<file path="config.mk">
export PLATFORM = sky130hd
export DESIGN_NAME = adc_seq_ctrl
export DESIGN_NICKNAME = d
export VERILOG_FILES = /design/src/rtl/adc_seq_pkg.sv /design/src/rtl/adc_rc_sync.sv /design/src/rtl/adc_conv_timer.sv /design/src/rtl/adc_chan_mux.sv /design/src/rtl/adc_seq_ctrl.sv
export SDC_FILE = /design/constraint.sdc
export NUM_CORES = 1
export LEC_CHECK = 0
export ABC_AREA = 1
export BUFFER_PORTS_ARGS = -buffer_cell sky130_fd_sc_hd__buf_2
export CAP_MARGIN = 20
export CORE_MARGIN = 2
export CORE_UTILIZATION = 44
export CTS_CLUSTER_DIAMETER = 80
export DETAILED_ROUTE_END_ITERATION = 8
export PLACE_DENSITY = 0.87
export SYNTH_ARGS = -nofsm -noshare
export SYNTH_HDL_FRONTEND = slang
export SYNTH_SLANG_ARGS = --single-unit
</file>
<file path="constraint.sdc">
create_clock -name clk -period 2.81 [get_ports clk]
set_clock_uncertainty 0.1 [all_clocks]
set_input_delay 0.562 -clock clk [delete_from_list [all_inputs] [get_ports clk]]
set_output_delay 0.562 -clock clk [all_outputs]
set_load 0.05 [all_outputs]
</file>
<file path="src/rtl/adc_seq_pkg.sv">
package adc_seq_pkg;

    localparam int DATA_W = 8;
    localparam int CH_W   = 5;

    // bit positions of the control register as software sees it
    localparam int BIT_FLAG = 7;
    localparam int BIT_RC   = 6;
    localparam int BIT_EN   = 5;

    typedef struct packed {
        logic              coco;
        logic              adrc;
        logic              adon;
        logic [CH_W-1:0]   ch;
        logic [DATA_W-1:0] data;
    } ctrl_regs_t;

endpackage

</file>
<file path="src/rtl/adc_rc_sync.sv">
module adc_rc_sync #(
    parameter int STAGES = 2
) (
    input  logic clk,
    input  logic rst_n,
    input  logic rc_clk,
    output logic tick_o
);

    typedef struct packed {
        logic [STAGES-1:0] chain;
        logic              last;
    } sync_t;

    sync_t s_d, s_q;

    always_comb begin
        s_d       = s_q;
        s_d.chain = {s_q.chain[STAGES-2:0], rc_clk};
        s_d.last  = s_q.chain[STAGES-1];
    end

    always_ff @(posedge clk or negedge rst_n) begin
        if (!rst_n) begin
            s_q <= '0;
        end else begin
            s_q <= s_d;
        end
    end

    assign tick_o = s_q.chain[STAGES-1] & ~s_q.last;

endmodule

</file>
<file path="src/rtl/adc_conv_timer.sv">
module adc_conv_timer #(
    parameter int CONV_LEN = 32,
    localparam int CNT_W   = $clog2(CONV_LEN)
) (
    input  logic             clk,
    input  logic             rst_n,
    input  logic             restart,
    input  logic             run,
    output logic             done,
    output logic [CNT_W-1:0] cnt
);

    localparam logic [CNT_W-1:0] LAST = CNT_W'(CONV_LEN - 1);

    logic [CNT_W-1:0] cnt_d, cnt_q;

    always_comb begin
        cnt_d = cnt_q;
        if (restart) begin
            cnt_d = '0;
        end else if (run) begin
            cnt_d = (cnt_q == LAST) ? '0 : cnt_q + 1'b1;
        end
    end

    always_ff @(posedge clk or negedge rst_n) begin
        if (!rst_n) begin
            cnt_q <= '0;
        end else begin
            cnt_q <= cnt_d;
        end
    end

    assign done = run && !restart && (cnt_q == LAST);
    assign cnt  = cnt_q;

endmodule

</file>
<file path="src/rtl/adc_chan_mux.sv">
module adc_chan_mux #(
    parameter int N_EXT  = 16,
    parameter int N_REF  = 4,
    parameter int DATA_W = 8,
    parameter int CH_W   = 5
) (
    input  logic [CH_W-1:0]         sel,
    input  logic [N_EXT*DATA_W-1:0] ext_in,
    input  logic [N_REF*DATA_W-1:0] ref_in,
    output logic [DATA_W-1:0]       sample
);

    localparam int N_SRC = N_EXT + N_REF;

    logic [DATA_W-1:0] src [N_SRC];

    for (genvar g = 0; g < N_EXT; g++) begin : g_ext
        assign src[g] = ext_in[g*DATA_W +: DATA_W];
    end

    for (genvar g = 0; g < N_REF; g++) begin : g_ref
        assign src[N_EXT+g] = ref_in[g*DATA_W +: DATA_W];
    end

    // codes beyond the last source fall through to zero
    always_comb begin
        sample = '0;
        for (int i = 0; i < N_SRC; i++) begin
            if (sel == CH_W'(i)) begin
                sample = src[i];
            end
        end
    end

endmodule

</file>
<file path="src/rtl/adc_seq_ctrl.sv">
module adc_seq_ctrl
    import adc_seq_pkg::*;
#(
    parameter int                ADDR_W      = 8,
    parameter logic [ADDR_W-1:0] CTRL_ADDR   = 8'h1E,
    parameter logic [ADDR_W-1:0] DATA_ADDR   = 8'h1F,
    parameter int                N_EXT       = 16,
    parameter int                N_REF       = 4,
    parameter int                CONV_LEN    = 32,
    parameter int                SYNC_STAGES = 2,
    localparam int               CNT_W       = $clog2(CONV_LEN)
) (
    input  logic                     clk,
    input  logic                     rst_n,
    input  logic                     rc_clk,
    input  logic                     stop_mode,
    input  logic [ADDR_W-1:0]        bus_addr,
    input  logic                     bus_wr,
    input  logic                     bus_rd,
    input  logic [DATA_W-1:0]        bus_wdata,
    output logic [DATA_W-1:0]        bus_rdata,
    input  logic [N_EXT*DATA_W-1:0]  ext_in,
    input  logic [N_REF*DATA_W-1:0]  ref_in
);

    ctrl_regs_t regs_d, regs_q;

    logic              wr_ctrl;
    logic              rd_data;
    logic              rc_tick;
    logic              tick_en;
    logic              conv_run;
    logic              conv_done;
    logic [CNT_W-1:0]  conv_cnt;
    logic [DATA_W-1:0] sel_sample;
    logic              unused_wflag;

    assign wr_ctrl      = bus_wr && (bus_addr == CTRL_ADDR);
    assign rd_data      = bus_rd && (bus_addr == DATA_ADDR);
    assign unused_wflag = bus_wdata[BIT_FLAG];

    adc_rc_sync #(
        .STAGES (SYNC_STAGES)
    ) i_rc_sync (
        .clk    (clk),
        .rst_n  (rst_n),
        .rc_clk (rc_clk),
        .tick_o (rc_tick)
    );

    // bus-clock mode ticks every cycle; RC mode uses synchronised edges
    assign tick_en  = regs_q.adrc ? (rc_tick && !stop_mode) : 1'b1;
    assign conv_run = regs_q.adon && tick_en;

    adc_conv_timer #(
        .CONV_LEN (CONV_LEN)
    ) i_timer (
        .clk     (clk),
        .rst_n   (rst_n),
        .restart (wr_ctrl),
        .run     (conv_run),
        .done    (conv_done),
        .cnt     (conv_cnt)
    );

    adc_chan_mux #(
        .N_EXT  (N_EXT),
        .N_REF  (N_REF),
        .DATA_W (DATA_W),
        .CH_W   (CH_W)
    ) i_mux (
        .sel    (regs_q.ch),
        .ext_in (ext_in),
        .ref_in (ref_in),
        .sample (sel_sample)
    );

    always_comb begin
        regs_d = regs_q;
        if (wr_ctrl) begin
            regs_d.adrc = bus_wdata[BIT_RC];
            regs_d.adon = bus_wdata[BIT_EN];
            regs_d.ch   = bus_wdata[CH_W-1:0];
            regs_d.coco = 1'b0;
        end else if (conv_done) begin
            regs_d.data = sel_sample;
            regs_d.coco = 1'b1;
        end else if (rd_data) begin
            regs_d.coco = 1'b0;
        end
    end

    always_ff @(posedge clk or negedge rst_n) begin
        if (!rst_n) begin
            regs_q <= '0;
        end else begin
            regs_q <= regs_d;
        end
    end

    always_comb begin
        bus_rdata = '0;
        if (bus_addr == CTRL_ADDR) begin
            bus_rdata[BIT_FLAG]   = regs_q.coco;
            bus_rdata[BIT_RC]     = regs_q.adrc;
            bus_rdata[BIT_EN]     = regs_q.adon;
            bus_rdata[CH_W-1:0]   = regs_q.ch;
        end else if (bus_addr == DATA_ADDR) begin
            bus_rdata = regs_q.data;
        end
    end

endmodule

</file>
==> metrics.cfg <==
[status]
status=finished clean

[sta]
finalHoldViolations=0
setup_viol=0
min_period_ns=2.54
setup_slack_ns=0.266
fmax_mhz=393
maxSlewViolCount=0
tightest_slew_ns=0.621
final.period_utilization=0.905
rsz0062_at_grt=false
hold_ws_ns=0.156
max_slew_margin=0.584

[setup_path]
rrSetupSlack_ns=0.41
regToRegEndpoint=regs_q[5]$_DFFE_PN0P_
arrival_ns=1.88
critPathMaxFanout=9
critPathCaptureType=output pin
path_class=primary input to output pin
required_ns=2.15
crit-reg2reg-launch=regs_q[8]$_DFFE_PN0P_
reg2regPathDepth=16
worst_setup_path_start_kind=primary input

[pwr]
p_leak_nw=2.12
max-vdd-ir-drop_mv=0.439
p_per_area_nw_per_um2=248
power_w=0.000910

[global_route]
overflow=0
antenna_found_initial=0
grt_pass1_vias=3330
grt_max_degree=25
grt_pass1_wl_um=14500
gr-usage-all-layers=0.280

[cts]
clk_latency_ns=0.27
cts_hold_buf=0
cts_tree=built
cts-resized-gates=0
cts_made_buffers=3
cts.path.max_buffers=2
postCtsSetupRepairBufs=0
clk_pin_slew_ns=0.08
clock-sinks=24
ctsHtreeMaxLevel=1
cts_root_buffer=clkbuf_8

[layout]
n_antenna_cell=0
nets=846
syn_to_final_growth_pct=44.0
post-route-util=0.661
drive_above_1_share=0.342
num-fill-cells=546

[logic_synthesis]
synth_fa_ha_area_frac=0.00984
yosysMostFrequentCell=nand2_1
synth.largest_area_cell=nand2_1
netlist_area_um2=2540
yosys.cell_types.count=27
syn_nets=652
yosysSeqAreaShare=0.236
synth_top_area_share=0.245
async_reset_ff_frac=1.00
ys.flop_type=dfrtp_1
synth-xor-area-share=0.00689
netlist_top_cells_area=nand2_1 25%, dfrtp_1 24%, nor2_1 13%
synth_top_family_by_area=simple AND/OR/NAND/NOR gates
ys.warnings.count=0
synth_seq_cells=24
synth-simple-area-share=0.571
synth_compound_area_frac=0.0556
synth_mux_area_frac=0.00886
synth_cells=468
ys_top_cells_by_count=166 x nand2_1, 89 x nor2_1, 63 x inv_1
avgSynthCellArea_um2=5.43
synth_edf_count=0

[route]
drc_errors=0
num_vias=3646
drt-initial-drc-count=140
firstDrtPassIters=5
post_drt_via_cell_ratio=4.97
drtAntennaViolNets=0
wl_um=9530
wl_per_cell_um=13.0

[place]
dp_slack_ns=0.284
hpwl_um=8140
io_buffers=188
gp_congestion=0.913

[floorplanning]
die_width_um=80.0
coreArea_um2=5540
rows=27
io_pins=190
die_h_um=80.0
fp.dieArea_um2=6400
start_util=0.459

[hold_path]
hold_path_class=primary input to asynchronous set/reset pin

[run]
drv_cap=0

## worst max-delay path, cell delays in order
cell and delay [ns]:
buf_2 0.09, nor4_1 0.35, nand3_1 0.33, o21ai_0 0.25, buf_2 0.29
## state kept, by name, summed over array words and instances, names as in the netlist
name / count
i_timer.cnt: 5
i_rc_sync.s_q: 1
i_rc_sync.s_d: 2
regs_q: 16
## area by class of cell
class	instances	area, um2	share of cell area
multi-input combinational	369	1660	0.453
sequential	24	601	0.164
clock inverter	1	30.0	0.00820
inverter	72	270	0.0738
timing repair buffer	192	971	0.265
tap	72	90.1	0.0246
clock buffer	3	41.3	0.0113
## per-layer routing
layer,GRT usage,vias to the layer above,routed length [um]
met5,0,-,0
li1,-,1853,-
met1,0.322,1585,3600
met4,0.0763,0,228
met2,0.518,183,4810
met3,0.0611,25,891
## cell usage in the layout (no fill, tap or decap), drive strengths merged
cell type	count
o211ai	1
nor2	100
nor4	2
or2	9
bufinv	1
buf	192
a21oi	12
dfrtp	24
inv	72
mux2	2
clkbuf	3
xnor2	1
xor2	1
nand3	24
o31ai	1
o21ai	7
nand2	169
ha	2
nor3	2
nand4	31
o22ai	5
## cells by family after synthesis
kind of cell,after synthesis
buffers and inverters,75
muxes,2
and+or+nand+nor,337
DFF,24
adders and majority gates,2
xor gates and xnor gates,2
AOI/OAI and AO/OA,26
## report_power, final
part           internal (W)  switching [W]  leakage (nW)
Combinational      0.000120      0.0000975          1.78
Sequential         0.000367      0.0000227         0.301
Clock              0.000191       0.000112        0.0357
Total              0.000678       0.000232          2.12
## metrics by stage
stage	setup TNS (ns)	area [um2]	std cells
after floorplan	-0.397	2540	468
after global placement	0	3590	729
after detailed placement	0	3590	729
after CTS	0	3660	733
after global routing	0	3660	733
final	0	3660	733
## how the worst max path moves through the flow
stage,cells past startpoint,to,startpoint,slack [ns]
4_1_cts,5,bus_rdata[6],bus_addr[5],0.27
3_3_place_gp,5,bus_rdata[7],bus_addr[5],0.27
5_1_grt,5,bus_rdata[7],bus_addr[5],0.08
6_report,5,bus_rdata[6],bus_addr[5],0.27
2_1_floorplan,3,bus_rdata[5],bus_addr[5],-0.13
3_5_place_dp,5,bus_rdata[6],bus_addr[5],0.28
(Power assumes the default switching activity.)
